File: src/rtl/scl_gen_pkg.sv
package scl_gen_pkg;
  localparam int DIV_W     = 8;
  localparam int EXP_W     = 3;
  localparam int CFG_W     = 2 * DIV_W + EXP_W;
  localparam int SHIFT_MAX = (1 << EXP_W) - 1;
  localparam int LEN_W     = DIV_W + SHIFT_MAX + 1;

  typedef struct packed {
    logic [EXP_W-1:0] shift;
    logic [DIV_W-1:0] hi_div;
    logic [DIV_W-1:0] lo_div;
  } wave_cfg_t;

  typedef logic [LEN_W-1:0] len_t;

  function automatic len_t phase_len(logic [DIV_W-1:0] div, logic [EXP_W-1:0] shift);
    return (len_t'(div) << shift) + len_t'(2);
  endfunction
endpackage

File: src/rtl/scl_cfg_decode.sv
module scl_cfg_decode
  import scl_gen_pkg::*;
#(
  parameter bit EXP_CLAMP_EN = 1'b0,
  parameter int EXP_LIMIT    = 5
) (
  input  logic [CFG_W-1:0] cfg_i,
  output len_t             low_len_o,
  output len_t             high_len_o
);
  wave_cfg_t        cfg;
  logic [EXP_W-1:0] shift_eff;

  assign cfg = wave_cfg_t'(cfg_i);

  generate
    if (EXP_CLAMP_EN) begin : g_clamp
      assign shift_eff = (cfg.shift > EXP_W'(EXP_LIMIT)) ? EXP_W'(EXP_LIMIT) : cfg.shift;
    end else begin : g_full
      assign shift_eff = cfg.shift;
    end
  endgenerate

  assign low_len_o  = phase_len(cfg.lo_div, shift_eff);
  assign high_len_o = phase_len(cfg.hi_div, shift_eff);
endmodule

File: src/rtl/scl_phase_cnt.sv
module scl_phase_cnt
  import scl_gen_pkg::*;
(
  input  logic clk_i,
  input  logic rst_ni,
  input  logic en_i,
  input  len_t low_len_i,
  input  len_t high_len_i,
  output logic scl_o,
  output logic sample_tick_o,
  output logic change_tick_o
);
  logic run_q, scl_q;
  len_t cnt_q, lo_q, hi_q;
  logic lo_end, hi_end, low_start;

  assign lo_end    = (cnt_q == lo_q - len_t'(1));
  assign hi_end    = (cnt_q == hi_q - len_t'(1));
  // low phase begins on enable or at the end of a high phase
  assign low_start = en_i && (!run_q || (scl_q && hi_end));

  always_ff @(posedge clk_i or negedge rst_ni) begin
    if (!rst_ni) begin
      run_q <= 1'b0;
      scl_q <= 1'b1;
      cnt_q <= '0;
      lo_q  <= '0;
      hi_q  <= '0;
    end else if (!en_i) begin
      run_q <= 1'b0;
      scl_q <= 1'b1;
      cnt_q <= '0;
    end else if (low_start) begin
      run_q <= 1'b1;
      scl_q <= 1'b0;
      cnt_q <= '0;
      lo_q  <= low_len_i;
      hi_q  <= high_len_i;
    end else if (!scl_q && lo_end) begin
      scl_q <= 1'b1;
      cnt_q <= '0;
    end else begin
      cnt_q <= cnt_q + len_t'(1);
    end
  end

  assign scl_o         = scl_q;
  assign sample_tick_o = run_q && scl_q && (cnt_q == '0);
  assign change_tick_o = run_q && !scl_q && (cnt_q == (lo_q >> 1));


  dis_hold_chk: assert property (@(posedge clk_i) disable iff (!rst_ni)
    !en_i |=> (scl_o && !sample_tick_o && !change_tick_o && cnt_q == '0));

  len_bound_chk: assert property (@(posedge clk_i) disable iff (!rst_ni)
    run_q |-> (cnt_q < (scl_q ? hi_q : lo_q)));

  cfg_hold_chk: assert property (@(posedge clk_i) disable iff (!rst_ni)
    (run_q && $past(run_q) && !(!scl_q && cnt_q == '0)) |-> ($stable(lo_q) && $stable(hi_q)));

  tick_excl_chk: assert property (@(posedge clk_i) disable iff (!rst_ni)
    !(sample_tick_o && change_tick_o));

  rise_chk: assert property (@(posedge clk_i) disable iff (!rst_ni)
    ($rose(scl_o) && run_q) |-> ($past(cnt_q) == $past(lo_q) - len_t'(1)));
endmodule

File: src/rtl/scl_wave_gen.sv
module scl_wave_gen
  import scl_gen_pkg::*;
#(
  parameter bit EXP_CLAMP_EN = 1'b0,
  parameter int EXP_LIMIT    = 5
) (
  input  logic             clk_i,
  input  logic             rst_ni,
  input  logic             en_i,
  input  logic [CFG_W-1:0] cfg_i,
  output logic             scl_o,
  output logic             sample_tick_o,
  output logic             change_tick_o
);
  len_t low_len, high_len;

  scl_cfg_decode #(
    .EXP_CLAMP_EN(EXP_CLAMP_EN),
    .EXP_LIMIT   (EXP_LIMIT)
  ) u_decode (
    .cfg_i     (cfg_i),
    .low_len_o (low_len),
    .high_len_o(high_len)
  );

  scl_phase_cnt u_cnt (
    .clk_i        (clk_i),
    .rst_ni       (rst_ni),
    .en_i         (en_i),
    .low_len_i    (low_len),
    .high_len_i   (high_len),
    .scl_o        (scl_o),
    .sample_tick_o(sample_tick_o),
    .change_tick_o(change_tick_o)
  );
endmodule

File: config.mk
export PLATFORM = sky130hd
export DESIGN_NAME = scl_wave_gen
export DESIGN_NICKNAME = d
export VERILOG_FILES = /design/src/rtl/scl_gen_pkg.sv /design/src/rtl/scl_cfg_decode.sv /design/src/rtl/scl_phase_cnt.sv /design/src/rtl/scl_wave_gen.sv
export SDC_FILE = /design/constraint.sdc
export NUM_CORES = 1
export LEC_CHECK = 0
export BUFFER_PORTS_ARGS = -buffer_cell sky130_fd_sc_hd__clkbuf_2
export CORE_ASPECT_RATIO = 1.4
export CORE_MARGIN = 2
export CORE_UTILIZATION = 45
export CTS_BUF_LIST = sky130_fd_sc_hd__clkbuf_4
export CTS_CLUSTER_DIAMETER = 100
export DETAILED_ROUTE_END_ITERATION = 10
export GPL_ROUTABILITY_DRIVEN = 0
export PLACE_DENSITY = 0.67
export RECOVER_POWER = 100
export SYNTH_ARGS = -nofsm -noshare
export SYNTH_HDL_FRONTEND = slang
export SYNTH_SLANG_ARGS = --single-unit
File: constraint.sdc
create_clock -name clk_i -period 4.25 [get_ports clk_i]
set_input_delay 0 -clock clk_i [delete_from_list [all_inputs] [get_ports clk_i]]
set_output_delay 0 -clock clk_i [all_outputs]
set_load 0.05 [all_outputs]
### Word level (Yosys, flattened, before mapping)

Index checks and enable logic that the tools add are counted.

* muxes and demuxes: 8
* magnitude comparators: 0
* reduce and logical (&&, ||, !) cells: 12
* equal/unequal tests: 5
* multipliers: 0
* divide/modulo/power cells: 0
* add/sub/neg operators: 5
* bitwise logic cells: 0
* shifts and indexed selects: 2

Operators by type and width (number)
* $mux W16: 3
* $add A16 B2 Y16 const B: 2
* $eq A16 B16 Y1: 2
* $shl A8 B3 Y16: 2
* $sub A16 B1 Y16 const B: 2
* $add A16 B1 Y16 const B: 1
* $eq A16 B15 Y1: 1
* $logic_not A16 Y1: 1
* $logic_and A1 B1 Y1: 7
* $mux W1: 5
* $ne A3 B1 Y1 const B: 1
* $logic_not A1 Y1: 2
* $ne A2 B1 Y1 const B: 1
* $reduce_and A2 Y1: 1
* $logic_or A1 B1 Y1: 1

* logic and storage cells: 37
* bits in latches: 0
* RAM bits: 0
* memory bits (read-only): 0
* input port bits: 22
* output and inout port bits: 3
* flip-flop bits (word level): 50
* memories: 0

### Logic depth before layout (Yosys ltp)

* depth after elaboration: 7
* depth in mapped cells: 10
* gate-level depth less buffers: 9

### By module

From an unflattened synthesis, not the netlist that was laid out.

* cells, all modules: 555
* area total of the unflattened synthesis: 4961.0 um2

Modules (own cells, without submodules)
* scl_phase_cnt: cells each 380, times used 1, area each 3676.0 um2
* scl_cfg_decode: cells each 175, times used 1, area each 1285.0 um2

### Worst setup path before layout

Ideal clock, no wire load.

* path kind: flip-flop to flip-flop
* start: reg u_cnt.hi_q[3]
* end: reg u_cnt.lo_q[4]
* arrival: 2961 ps
* clock period less this slack: 3088 ps
* path slack: 1162 ps
* required time: 4122 ps
* cell stages (with the launch flop): 10
* library setup time: 128 ps
* path through: dfrtp_1 > or4_1 > buf_2 > or4_4 > mux2_1 > a21oi_1 > o2111ai_1 > a21oi_2 > buf_4 > mux2_1

* longest elaborated chain between the ends: 6

Ends and longest elaborated chain
* start: declaration: RTL line scl_phase_cnt.sv:14 `len_t cnt_q, lo_q, hi_q;`
* start signal: assignment: RTL line scl_phase_cnt.sv:38 `hi_q <= high_len_i;`
* $sub A16 B1 Y16: RTL line scl_phase_cnt.sv:18 `assign hi_end = (cnt_q == hi_q - len_t'(1));`
* $eq A16 B16 Y1: RTL line scl_phase_cnt.sv:18
* $logic_and A1 B1 Y1: RTL line scl_phase_cnt.sv:20 `assign low_start = en_i && (!run_q || (scl_q && hi_end));`
* $logic_or A1 B1 Y1: RTL line scl_phase_cnt.sv:20
* $logic_and A1 B1 Y1: RTL line scl_phase_cnt.sv:20
* $reduce_and A2 Y1 (no line)
* end signal: assignment: RTL line scl_phase_cnt.sv:37 `lo_q <= low_len_i;`
* end: declaration: RTL line scl_phase_cnt.sv:14

No other way between the ends.
A chain may end at the register's enable or synchronous reset.

### Final worst setup path

* start: reg u_cnt.hi_q[0]
* end: reg u_cnt.lo_q[2]

Same word-level chain as after synthesis.

==> impl_results.md <==
* Outcome: complete, but fails checks
* Failing checks: max-capacitance violations, max-slew violations
* Setup CP Type: reg2reg
* Post-synth EDFFs at 0
* Utilization after layout at 49.1%
* CP bufs+invs at 2
* First-pass iteration count of the detailed router at 5
* Maximum vdd drop at 0.103 mV
* Site row count at 42
* Final setup TNS at 0 ps
* PwrDens at 278 mW/mm²
* Worst Hold Depth at 4
* Hold Crit Start: cfg_i[6]
* DR DRC count at 0
* DR iter-0 viols at 150
* Fin. max-slew vios at 51
* Num CTS Buffers at 5
* Synthesis Warnings at 0
* Number of buffers added on ports at 24
* Sequential Area at 0.00125 mm²
* Share of cells above drive strength 1 at 9.82%
* Sink Count at 50
* Slew margin rel. at -76.0%
* ANT cells at 0
* Total power at 1.29 mW
* Syn avg cell area at 8.65 µm²
* Max-Cap Viols at 1
* Vias per inst at 6.02
* Pre-CTS WS at 714 ps
* Leakage at 1.95 nW
* Area occupied by multi-input gates at 0.00290 mm²
* CP max FO at 32
* R2R depth at 10
* Psw at 0.457 mW
* Root Buffer: clkbuf_4
* Reg power frac at 46.8%
* Net Sw Frac at 35.4%
* CTS tree: yes
* R2R Setup Slk at 700 ps
* Crit Reg-Reg Endpoint: u_cnt.lo_q[2]$_DFFE_PN0P_
* HP Class: in2reg
* Hold endpoint: u_cnt.lo_q[13]$_DFFE_PN0P_
* Synth cell types at 60
* Initial Utilization at 46.3%
* Final setup margin at 703 ps
* Largest net degree at the start of global routing at 51
* Synthesis-stage register bit count at 50
* Critical Path, Cell by Cell: inv_1 > ha_1 > or3b_2 > or3_1 > or4_1 > a32oi_1 > o2111ai_1 > a21oi_4 > buf_4 > mux2_2
* Post-CTS setup buffer count at 0
* CP arrival at 3840 ps
* Logic pwr share at 30.5%
* Clk buf depth at 2
* Slowest Stage Delay on Critical Path at 500 ps
* Max Fclk at 282 MHz
* Area delta synth->final at 6.23%
* Clock skew at 21.5 ps
* Post-layout min period at 3550 ps
* Final Setup Violations at 0
* DIE AREA at 0.0105 mm²
* Synthesized net count at 534
* Asr flop ratio synth at 100%
* Synth Instances at 506
* Initial antenna violation count at 0
* Total global-route track usage at 20.6%
* Register area share after synthesis at 28.6%
* CP endpoint kind: register
* Worst r2r src: u_cnt.hi_q[0]$_DFFE_PN0P_
* Clock transition at the registers of the reported paths at 140 ps
* Period utilization at 83.5%
* Crit-path leading delay family: simple AND/OR/NAND/NOR gates
* Antenna-violating nets left at 0
* Resize count post-CTS at 0
* Unrepaired setup endpoints after global routing: false
* Vias in the first global route at 3692
* DR vias at 3728
* Crit path required time at 4540 ps
* Fill cells at 935
* Core region area at 0.00946 mm²
* Least-Margin Pin Slew at 2640 ps
* Hold Vio Cnt, Final at 0
* Layout Nets at 536
* IO Count at 25
* Clock power frac at 22.7%
* Slowest-stage cell, CP: or3b_2
* Die height at 121 µm
* Top FF cell, synth: dfrtp_1
* Startpoint Class: register
* Routed WL at 10400 µm
* GRT overflow at 0
* Chip Width at 87.3 µm
* Synthesized area at 0.00438 mm²
* Post-detail-place hpwl at 7740 µm
* CTS H-tree depth at 2
* DR WL/cell at 16.8 µm
* First-pass GRT wire length at 17500 µm
* Pint at 0.836 mW
* Clock latency on the worst-skew pair at 400 ps
-- layer usage --
metal / GRT usage, % / vias to the layer above / part of all wire [%]
met2: 36.2 / 92 / 50
met3: 2.39 / 21 / 3.5
met1: 24.9 / 1811 / 43
met4: 8.75 / 0 / 2.9
met5: 0 / - / 0
li1: - / 1804 / -
-- layout by cell type, fill, tap and decap left out, drive strengths merged, types with 19 or more instances in the layout --
| cell type | count |
|---|---|
| mux2 | 27 |
| xor2 | 34 |
| nor3 | 29 |
| nand2 | 26 |
| dfrtp | 49 |
| nand3 | 19 |
| mux2i | 38 |
| nor2 | 35 |
| xnor2 | 41 |
| clkbuf | 32 |
-- area by class of cell --
type | instances | area share, %
clock inverters | 2 | 0.808
inverters | 18 | 1.45
flip-flops and latches | 50 | 26.9
repair buffers | 36 | 4.58
multi-input cells | 397 | 62.3
well taps | 110 | 2.96
clock buffers | 6 | 0.969
-- tightest hold or removal path, stage by stage --
cell	delay (ps)
clkbuf_2	100
mux2i_1	80
nor2_1	100
mux2_1	130
-- synth_stat cells (3+ instances only) --
cell	number	share of area, %
a21oi_1	15	1.7
a31oi_1	5	0.71
and2_1	4	0.57
and3_1	10	1.4
buf_1	6	0.51
buf_4	3	0.51
clkbuf_1	30	2.6
dfrtp_1	49	28
ha_1	6	1.7
inv_1	16	1.4
mux2_1	18	4.6
mux2_2	9	2.3
mux2i_1	38	8.7
nand2_1	26	2.2
nand3_1	19	2.2
nand3b_1	5	0.86
nand4_1	12	1.7
nor2_1	35	3.0
nor2b_1	12	1.7
nor3_1	29	3.3
nor4_1	10	1.4
nor4b_1	4	0.80
o211ai_1	3	0.51
o21ai_0	11	1.3
or3_1	7	1.0
or4_1	3	0.51
xnor2_1	41	8.2
xor2_1	34	6.8
-- through the flow --
step,area (µm²),cells,hold WS [ps]
floorplan,4380,506,-296
global placement,4520,605,144
detailed placement,4520,605,150
CTS,4660,619,29.6
global route,4650,619,81.9
finish,4650,619,46.9
-- state kept, by name, summed over array words and instances, names as in the netlist --
| name | cells |
|---|---|
| u_cnt.run_q | 1 |
| u_cnt.hi_q | 16 |
| u_cnt.lo_q | 16 |
| u_cnt.scl_o | 1 |
| u_cnt.cnt_q | 16 |
-- cell families after synthesis --
kind of cell	Yosys count	synth area share, %
muxes	67	16.7
buffers and inverters	59	5.38
AOI/OAI and AO/OA	61	9.38
DFF	50	28.6
xor gates and xnor gates	75	15.0
and+or+nand+nor	188	23.2
adders and majority gates	6	1.72
-- worst max-delay path by stage --
stage,cells after the start,start,to,slack (ps)
2_1_floorplan,9,u_cnt.hi_q[3]$_DFFE_PN0P_,u_cnt.lo_q[4]$_DFFE_PN0P_,1160
3_3_place_gp,10,u_cnt.hi_q[0]$_DFFE_PN0P_,u_cnt.lo_q[3]$_DFFE_PN0P_,820
3_5_place_dp,10,u_cnt.hi_q[0]$_DFFE_PN0P_,u_cnt.lo_q[2]$_DFFE_PN0P_,710
4_1_cts,10,u_cnt.hi_q[0]$_DFFE_PN0P_,u_cnt.lo_q[2]$_DFFE_PN0P_,700
5_1_grt,10,u_cnt.hi_q[0]$_DFFE_PN0P_,u_cnt.cnt_q[10]$_DFF_PN0_,520
6_report,10,u_cnt.hi_q[0]$_DFFE_PN0P_,u_cnt.lo_q[2]$_DFFE_PN0P_,700
-- timing repair --
| item | CTS | global route |
|---|---|---|
| setup endpoints to repair | 0 | 0 |
| hold buffers | 6 | 0 |
| endpoints found under the hold margin | 56 | 0 |
-- power groups by stage --
stage,clock (mW),combinational [mW],sequential [mW]
4_1_cts,0.302,0.395,0.604
3_5_place_dp,0,0.389,0.613
6_report,0.293,0.394,0.606
5_1_grt,0.314,0.439,0.615
3_3_place_gp,0,0.378,0.610
2_1_floorplan,0,0.330,0.570
Note: power is estimated with default switching activity, not from simulation.
